===== src/rtl/temp_code_converter.sv =====
module temp_code_converter #(
  parameter int RAW_W  = 32,
  parameter int CODE_W = 16,
  parameter int COEF_W = 32,
  parameter int FREQ_W = 32,
  parameter int OUT_W  = 32,
  parameter int PROD_W = 64,
  parameter int SCALE  = 1000000,
  parameter int T_MIN  = -40000,
  parameter int T_MAX  = 125000
) (
  input  logic                     clk,
  input  logic                     rst_n,
  input  logic                     in_valid,
  input  logic [RAW_W-1:0]         in_raw,
  input  logic [COEF_W-1:0]        coef_g,
  input  logic [COEF_W-1:0]        coef_h,
  input  logic [COEF_W-1:0]        coef_cal5,
  input  logic signed [COEF_W-1:0] coef_j,
  input  logic [FREQ_W-1:0]        freq_hz,
  output logic                     busy,
  output logic                     out_valid,
  output logic signed [OUT_W-1:0]  out_temp,
  output logic                     out_err
);

  localparam int CNT_W = $clog2(PROD_W);
  localparam int REM_W = COEF_W + 1;
  localparam int SUM_W = PROD_W + 2;
  localparam logic [COEF_W-1:0]       DSR_B = COEF_W'(SCALE);
  localparam logic signed [SUM_W-1:0] LO    = SUM_W'(T_MIN);
  localparam logic signed [SUM_W-1:0] HI    = SUM_W'(T_MAX);

  typedef enum logic [1:0] {ST_IDLE, ST_DIV, ST_SUM} state_t;
  state_t state;

  logic [PROD_W-1:0] dvd_a, dvd_b;
  logic [COEF_W-1:0] rem_a, rem_b, dsr_a, g_q, hh_q;
  logic [CNT_W-1:0]  cnt;
  logic              neg_b, zero_div;

  wire accept = in_valid && (state == ST_IDLE);
  assign busy = (state != ST_IDLE);

  wire [CODE_W-1:0] code  = in_raw[CODE_W-1:0];
  wire [COEF_W-1:0] j_mag = coef_j[COEF_W-1] ? (~coef_j + 1'b1) : coef_j;
  wire [PROD_W-1:0] prod_a = PROD_W'(coef_h) * PROD_W'(code);
  wire [PROD_W-1:0] prod_b = PROD_W'(j_mag) * PROD_W'(freq_hz);

  logic [REM_W-1:0]  tr_a, tr_b, df_a, df_b;
  logic              ge_a, ge_b;
  logic [COEF_W-1:0] rem_a_n, rem_b_n;

  always_comb begin
    tr_a    = {rem_a, dvd_a[PROD_W-1]};
    tr_b    = {rem_b, dvd_b[PROD_W-1]};
    df_a    = tr_a - {1'b0, dsr_a};
    df_b    = tr_b - {1'b0, DSR_B};
    ge_a    = tr_a >= {1'b0, dsr_a};
    ge_b    = tr_b >= {1'b0, DSR_B};
    rem_a_n = ge_a ? df_a[COEF_W-1:0] : tr_a[COEF_W-1:0];
    rem_b_n = ge_b ? df_b[COEF_W-1:0] : tr_b[COEF_W-1:0];
  end

  logic signed [SUM_W-1:0] s_qb, total, clamped;

  always_comb begin
    s_qb  = $signed({2'b00, dvd_b});
    if (neg_b) s_qb = -s_qb;
    total = $signed(SUM_W'(g_q)) + $signed({2'b00, dvd_a})
          - $signed(SUM_W'(hh_q)) + s_qb;
    if (zero_div)       clamped = HI;
    else if (total < LO) clamped = LO;
    else if (total > HI) clamped = HI;
    else                 clamped = total;
  end

  always_ff @(posedge clk) begin
    if (!rst_n) begin
      state     <= ST_IDLE;
      dvd_a     <= '0;
      dvd_b     <= '0;
      rem_a     <= '0;
      rem_b     <= '0;
      dsr_a     <= '0;
      g_q       <= '0;
      hh_q      <= '0;
      cnt       <= '0;
      neg_b     <= 1'b0;
      zero_div  <= 1'b0;
      out_valid <= 1'b0;
      out_temp  <= '0;
      out_err   <= 1'b0;
    end else begin
      out_valid <= 1'b0;
      case (state)
        ST_IDLE: if (accept) begin
          dvd_a    <= prod_a;
          dvd_b    <= prod_b;
          rem_a    <= '0;
          rem_b    <= '0;
          dsr_a    <= coef_cal5;
          g_q      <= coef_g;
          hh_q     <= coef_h >> 1;
          neg_b    <= coef_j[COEF_W-1];
          zero_div <= (coef_cal5 == '0);
          cnt      <= '0;
          state    <= ST_DIV;
        end
        ST_DIV: begin
          dvd_a <= {dvd_a[PROD_W-2:0], ge_a};
          dvd_b <= {dvd_b[PROD_W-2:0], ge_b};
          rem_a <= rem_a_n;
          rem_b <= rem_b_n;
          cnt   <= cnt + 1'b1;
          if (cnt == CNT_W'(PROD_W - 1)) state <= ST_SUM;
        end
        ST_SUM: begin
          out_temp  <= clamped[OUT_W-1:0];
          out_err   <= zero_div;
          out_valid <= 1'b1;
          state     <= ST_IDLE;
        end
        default: state <= ST_IDLE;
      endcase
    end
  end

endmodule


===== config.mk =====
export PLATFORM = sky130hd
export DESIGN_NAME = temp_code_converter
export DESIGN_NICKNAME = d
export VERILOG_FILES = /design/src/rtl/temp_code_converter.sv
export SDC_FILE = /design/constraint.sdc
export NUM_CORES = 2
export LEC_CHECK = 0
export BUFFER_PORTS_ARGS = -buffer_cell sky130_fd_sc_hd__buf_2
export CORE_AREA = 2 2 393 551
export DETAILED_ROUTE_END_ITERATION = 16
export DIE_AREA = 0 0 395 553
export PLACE_DENSITY = 0.6
export SLEW_MARGIN = 20
export SYNTH_ARGS = -nofsm -noshare
export SYNTH_HDL_FRONTEND = slang
export SYNTH_SLANG_ARGS = --single-unit

===== constraint.sdc =====
create_clock -name clk -period 18.9 [get_ports clk]
set_input_delay 0.945 -clock clk [delete_from_list [all_inputs] [get_ports clk]]
set_output_delay 0.945 -clock clk [all_outputs]
set_load 0.02 [all_outputs]

# Word-level counts from Yosys, hierarchy flattened
# Index checks and enable logic that the tools add are counted.
[op_classes]
n_addsub = 8
eq_ne = 5
n_reduce_logical = 8
n_lt_le_gt_ge = 4
muxes = 20
multipliers = 2
bitwise = 1
[op_table]
columns = ["op", "n"]
rows = [
  ["$pmux 64 s2", 2],
  ["$mux 32", 7],
  ["$mux 64", 2],
  ["$pmux 32 s2", 2],
  ["$add 66x66->66", 1],
  ["$gt 66x18->1 const B", 1],
  ["$lt 66x17->1 const B", 1],
  ["$mux 66", 1],
  ["$neg 64->66", 1],
  ["$sub 65x31->66", 1],
  ["$add 32x64->65", 1],
  ["$mul 32x32->64", 1],
  ["$mul 32x16->48", 1],
  ["$ge 33x20->1 const B", 1],
  ["$ge 33x32->1", 1],
  ["$add 32x1->32 const B", 1],
  ["$logic_not 32->1", 1],
  ["$not 32->32", 1],
  ["$sub 32x20->32 const B", 1],
  ["$sub 32x32->32", 1],
  ["$pmux 6 s2", 1],
  ["$add 6x1->6 const B", 1],
  ["$eq 6x6->1 const B", 1],
  ["$mux 6", 1],
  ["10 further kinds", 15],
]
[totals]
in_bits = 195
wordCells = 62
reg_bits = 331
out_inout_bits = 35

# Longest topological paths before layout
[logic_depth]
depth_word = 7
mapped_depth = 39
mapped_depth_nobuf = 36

# Worst setup path after synthesis
# OpenSTA, ideal clock, no wires.
[synth_timing]
kind = "input port to flip-flop"
from = "input port coef_j[9]"
to = "register dvd_b[63]"
path_buffers = 2
setup_ps = 130
setup_slack_ps = 8755
stages = 37
t_arrival_ps = 10015
required_time_ps = 18770
path_cell_list = "or4_1 > nor4_1 > nor2b_1 > nand4_1 > or3_1 > o31ai_1 > xnor2_1 > clkbuf_1 > nand2_1 > fa_1 > inv_1 > fa_1 > fa_1 > inv_1 > fa_1 > inv_1 > fa_1 > fa_1 > fa_1 > inv_1 > fa_1 > inv_1 > ha_1 > clkbuf_1 > a21oi_1 > o21ai_0 > a21oi_1 > o221ai_1 > a31oi_1 > nor2_1 > a211oi_1 > o211ai_1 > a21oi_1 > nor3_1 > a311oi_1 > xnor2_1 > o22ai_1"
[synth_between]
elab_chain_cells = 6
[synth_rtl]
columns = ["item", "line", "source"]
rows = [
  ["start: declaration", "19", "input logic signed [COEF_W-1:0] coef_j,"],
  ["$not 32->32", "46", "wire [COEF_W-1:0] j_mag = coef_j[COEF_W-1] ? (~coef_j + 1'b1) : coef_j;"],
  ["$add 32x1->32", "46", ""],
  ["$mux 32 (*)", "46", ""],
  ["$mul 32x32->64 (*)", "48", "wire [PROD_W-1:0] prod_b = PROD_W'(j_mag) * PROD_W'(freq_hz);"],
  ["$mux 64 (*)", "97", "ST_IDLE: if (accept) begin"],
  ["$pmux 64 s2 (*)", "96", "case (state)"],
  ["end signal: assignment", "99", "dvd_b <= prod_b;"],
  ["end signal: assignment", "112", "dvd_b <= {dvd_b[PROD_W-2:0], ge_b};"],
  ["end: declaration", "37", "logic [PROD_W-1:0] dvd_a, dvd_b;"],
]
# Every way passes the cells marked *; elsewhere a longest branch is shown, timed or not. The select of a mux whose other input is x is not followed.
# A chain may end at the register's enable or synchronous reset.

# Final worst setup path
[layout_timing]
from = "input port coef_j[9]"
to = "register dvd_b[62]"
# The elaborated chain is that of the path after synthesis.

==> run_results.csv <==
group,metric,value,unit
sta,timing.hold.ws,0.436,ns
synth,synth.distinct_cells,81,
job,max_cap_viol_count,0,
sta,fmaxAchievable,87.4,MHz
sta,hold_violations,0,
global_routing,grtUsageTotal,0.198,
synth,synth_edf_count,0,
detailed_routing,wl,215,mm
clock_network,clkTransAtPathRegs,0.07,ns
synth,netlist_top_cells_count,"inv_1, nand2_1, fa_1",
synth,synth-xor-area-share,0.0338,
sta,slew_headroom,0.305,
synth,synth_area_leaders,"fa_1, ha_1, dfxtp_1",
sta,final-setup-viol-count,0,
worst_setup_path,setup.worst_path.class,"in2reg",
synth,synth_top_area_share,0.381,
clock_network,cts_buffer_depth,3,
final_layout,syn2layout_area_growth,6.55,%
final_layout,multiInputGateArea,58200,um^2
sta,layout_setup_ws,7.46,ns
sta,fin_crit,11.44,ns
worst_setup_path,worstPathMaxFanout,32,
final_layout,stdcell_area,77100,um^2
detailed_routing,wl_per_cell,19.1,um
global_routing,grt_pass1_wl,346,mm
final_layout,seq_area,6630,um^2
clock_network,cts_root_buf,"clkbuf_16",
synth,synth_warnings,0,
final_layout,drive_gt1_frac,0.0477,
global_routing,grt_pass1_vias,63100,
synth,synth_top_family_by_area,"adder cells",
placement,gp_congestion,0.907,
global_routing,antenna_found_initial,19,
worst_setup_path,path_common_cell,"fa_1",
sta,timing.final.crit_share,0.605,
final_layout,fin_nets,10500,
synth,syn_inst,8573,
floorplan,die_w,395,um
sta,rsz0062_at_grt,"false",
synth,synth_compound_area_frac,0.106,
detailed_routing,via_count,58300,
sta,worst_pin_slew,1.04,ns
synth,syn_area,72400,um^2
clock_network,post_cts_resized,0,
worst_setup_path,endpoint_kind,"flip-flop",
synth,synth_ff_type,"dfxtp_1",
detailed_routing,first_pass_iters,6,
sta,skew,0.0174,ns
synth,synth.net_count,10700,
worst_setup_path,crit_required,19.32,ns
min_path,min_path_type,"reg2reg",
clock_network,postCtsSetupRepairBufs,0,
placement,placed_area,75900,um^2
floorplan,die_area,218000,um^2
synth,yosys.area_share.simple,0.180,
clock_network,h-tree-depth,2,
clock_network,cts.sinks,331,
floorplan,initial_utilization,0.339,
synth,yosysMostFrequentCell,"inv_1",
sta,fin_tns_setup,0,ns
floorplan,placementRows,201,
global_routing,grt_max_degree,92,
clock_network,cts_tree,"done",
clock_network,worstSkewPairLatency,0.57,ns
final_layout,nFillCells,22200,
worst_setup_path,slowest_delay,0.72,ns
worst_setup_path,cp.arrival,11.86,ns
worst_setup_path,reg2reg_slack,8.79,ns
placement,post-dp-hpwl,164,mm
detailed_routing,drc,0,
placement,post-place-ws,6.92,ns
detailed_routing,viasPerCell,5.17,
synth,async_reset_ff_frac,0,
synth,synth.avg_cell_area,8.44,um^2
global_routing,grt_overflow,0,
worst_setup_path,cp-start-kind,"input pin",
synth,yosysSeqAreaShare,0.0915,
detailed_routing,drt_iter0_drc,3816,
synth,muxShareOfSynthArea,0.00517,
synth,ys_seq_elements,331,
outcome,status,"finished, final reports clean",
placement,port_buffers,213,
clock_network,cts_hold_buf,0,
floorplan,boundaryPins,230,
sta,slew_viol_final,0,
synth,synth_area_leader_cell,"fa_1",
detailed_routing,antenna_left,0,
worst_setup_path,cpMaxStageDelayCell,"a2111oi_0",
synth,synth_fa_ha_area_frac,0.476,
floorplan,die_y,553,um
clock_network,cts_buffers,38,
floorplan,core,214000,um^2
-- routing by layer --
| layer | routed length, um | global-route usage | up-vias |
|---|---|---|---|
| met5 | 83 | 0 | - |
| met4 | 8270 | 0.0678 | 12 |
| met3 | 12400 | 0.0243 | 467 |
| met2 | 109000 | 0.356 | 1885 |
| met1 | 85600 | 0.241 | 29700 |
| li1 | - | - | 26200 |
-- kinds of logic after synthesis --
| family | count (synthesis) |
|---|---|
| adder cells (fa/ha/maj) | 1929 |
| XOR/XNOR | 279 |
| flip-flops | 331 |
| AO/OA/AOI/OAI | 1208 |
| buffers and inverters | 2072 |
| AND/OR/NAND/NOR | 2717 |
| multiplexers | 37 |
-- registers in the layout, indices dropped and copies added, names as in the netlist --
register / count
cnt: 6
dsr_a: 32
dvd_a: 64
dvd_b: 64
g_q: 32
hh_q: 31
neg_b: 1
out_err: 1
out_temp: 32
out_valid: 1
rem_a: 32
rem_b: 32
state: 2
zero_div: 1
-- critical path: cells and delay by family --
kind	cells	cell delay (ns)
adders and majority gates	9	4.44
xor gates and xnor gates	2	0.37
and+or+nand+nor	7	1.97
buffers and inverters	6	0.86
AOI/OAI and AO/OA	11	3.28
-- stage by stage --
step,utilization,std cells
2_1_floorplan,-,8573
3_3_place_gp,0.355,11200
3_5_place_dp,0.355,11200
4_1_cts,0.361,11300
5_1_grt,0.361,11300
6_report,0.361,11300
-- cells in the final DEF, fill, tap and decap left out, types with 16 or more instances in the layout --
cell type | Yosys | layout
inv_1 | 1595 | 1594
nand2_1 | 1398 | 1396
fa_1 | 1378 | 1378
and2_1 | 736 | 735
ha_1 | 551 | 551
a21oi_1 | 450 | 450
dfxtp_1 | 331 | 330
buf_2 | 4 | 213
nor2_1 | 181 | 180
o21ai_0 | 180 | 179
xnor2_1 | 162 | 137
a21o_1 | 120 | 120
xor2_1 | 117 | 113
a22oi_1 | 113 | 113
nand3_1 | 67 | 67
buf_4 | 0 | 52
nor3_1 | 52 | 51
nand4_1 | 48 | 48
clkbuf_16 | 0 | 39
nor4_1 | 38 | 37
or3_1 | 36 | 36
mux2i_1 | 34 | 34
nand2b_1 | 32 | 32
o31ai_1 | 31 | 31
a211oi_1 | 30 | 30
o21bai_1 | 30 | 30
a31oi_1 | 29 | 28
o21a_1 | 28 | 28
nor2b_1 | 27 | 26
and3_1 | 26 | 26
xnor2_2 | 0 | 25
o22ai_1 | 22 | 22
or4_1 | 19 | 19
o21ai_1 | 19 | 19
a221oi_1 | 16 | 16
-- final timing paths --
check | startpoint | endpoint | cells after the start
worst max register to register | dvd_b[11] | out_temp[16] | 30
worst min register to register | out_temp[17] | out_temp[17] | 2
worst min-delay path | out_temp[17] | out_temp[17] | 2
worst max-delay path | coef_j[9] | dvd_b[62] | 35
-- area by class of cell --
class	count	area share
clock inverters	18	0.00200
inverters	1595	0.0777
diodes	8	0.000260
flip-flops and latches	331	0.0859
clock buffers	50	0.0142
multi-input cells	6170	0.755
repair buffers	265	0.0189
well taps	2842	0.0461
Power is left out: the tool's default activity adds up to more than one toggle a clock period on the data nets, which glitch-free logic cannot reach.
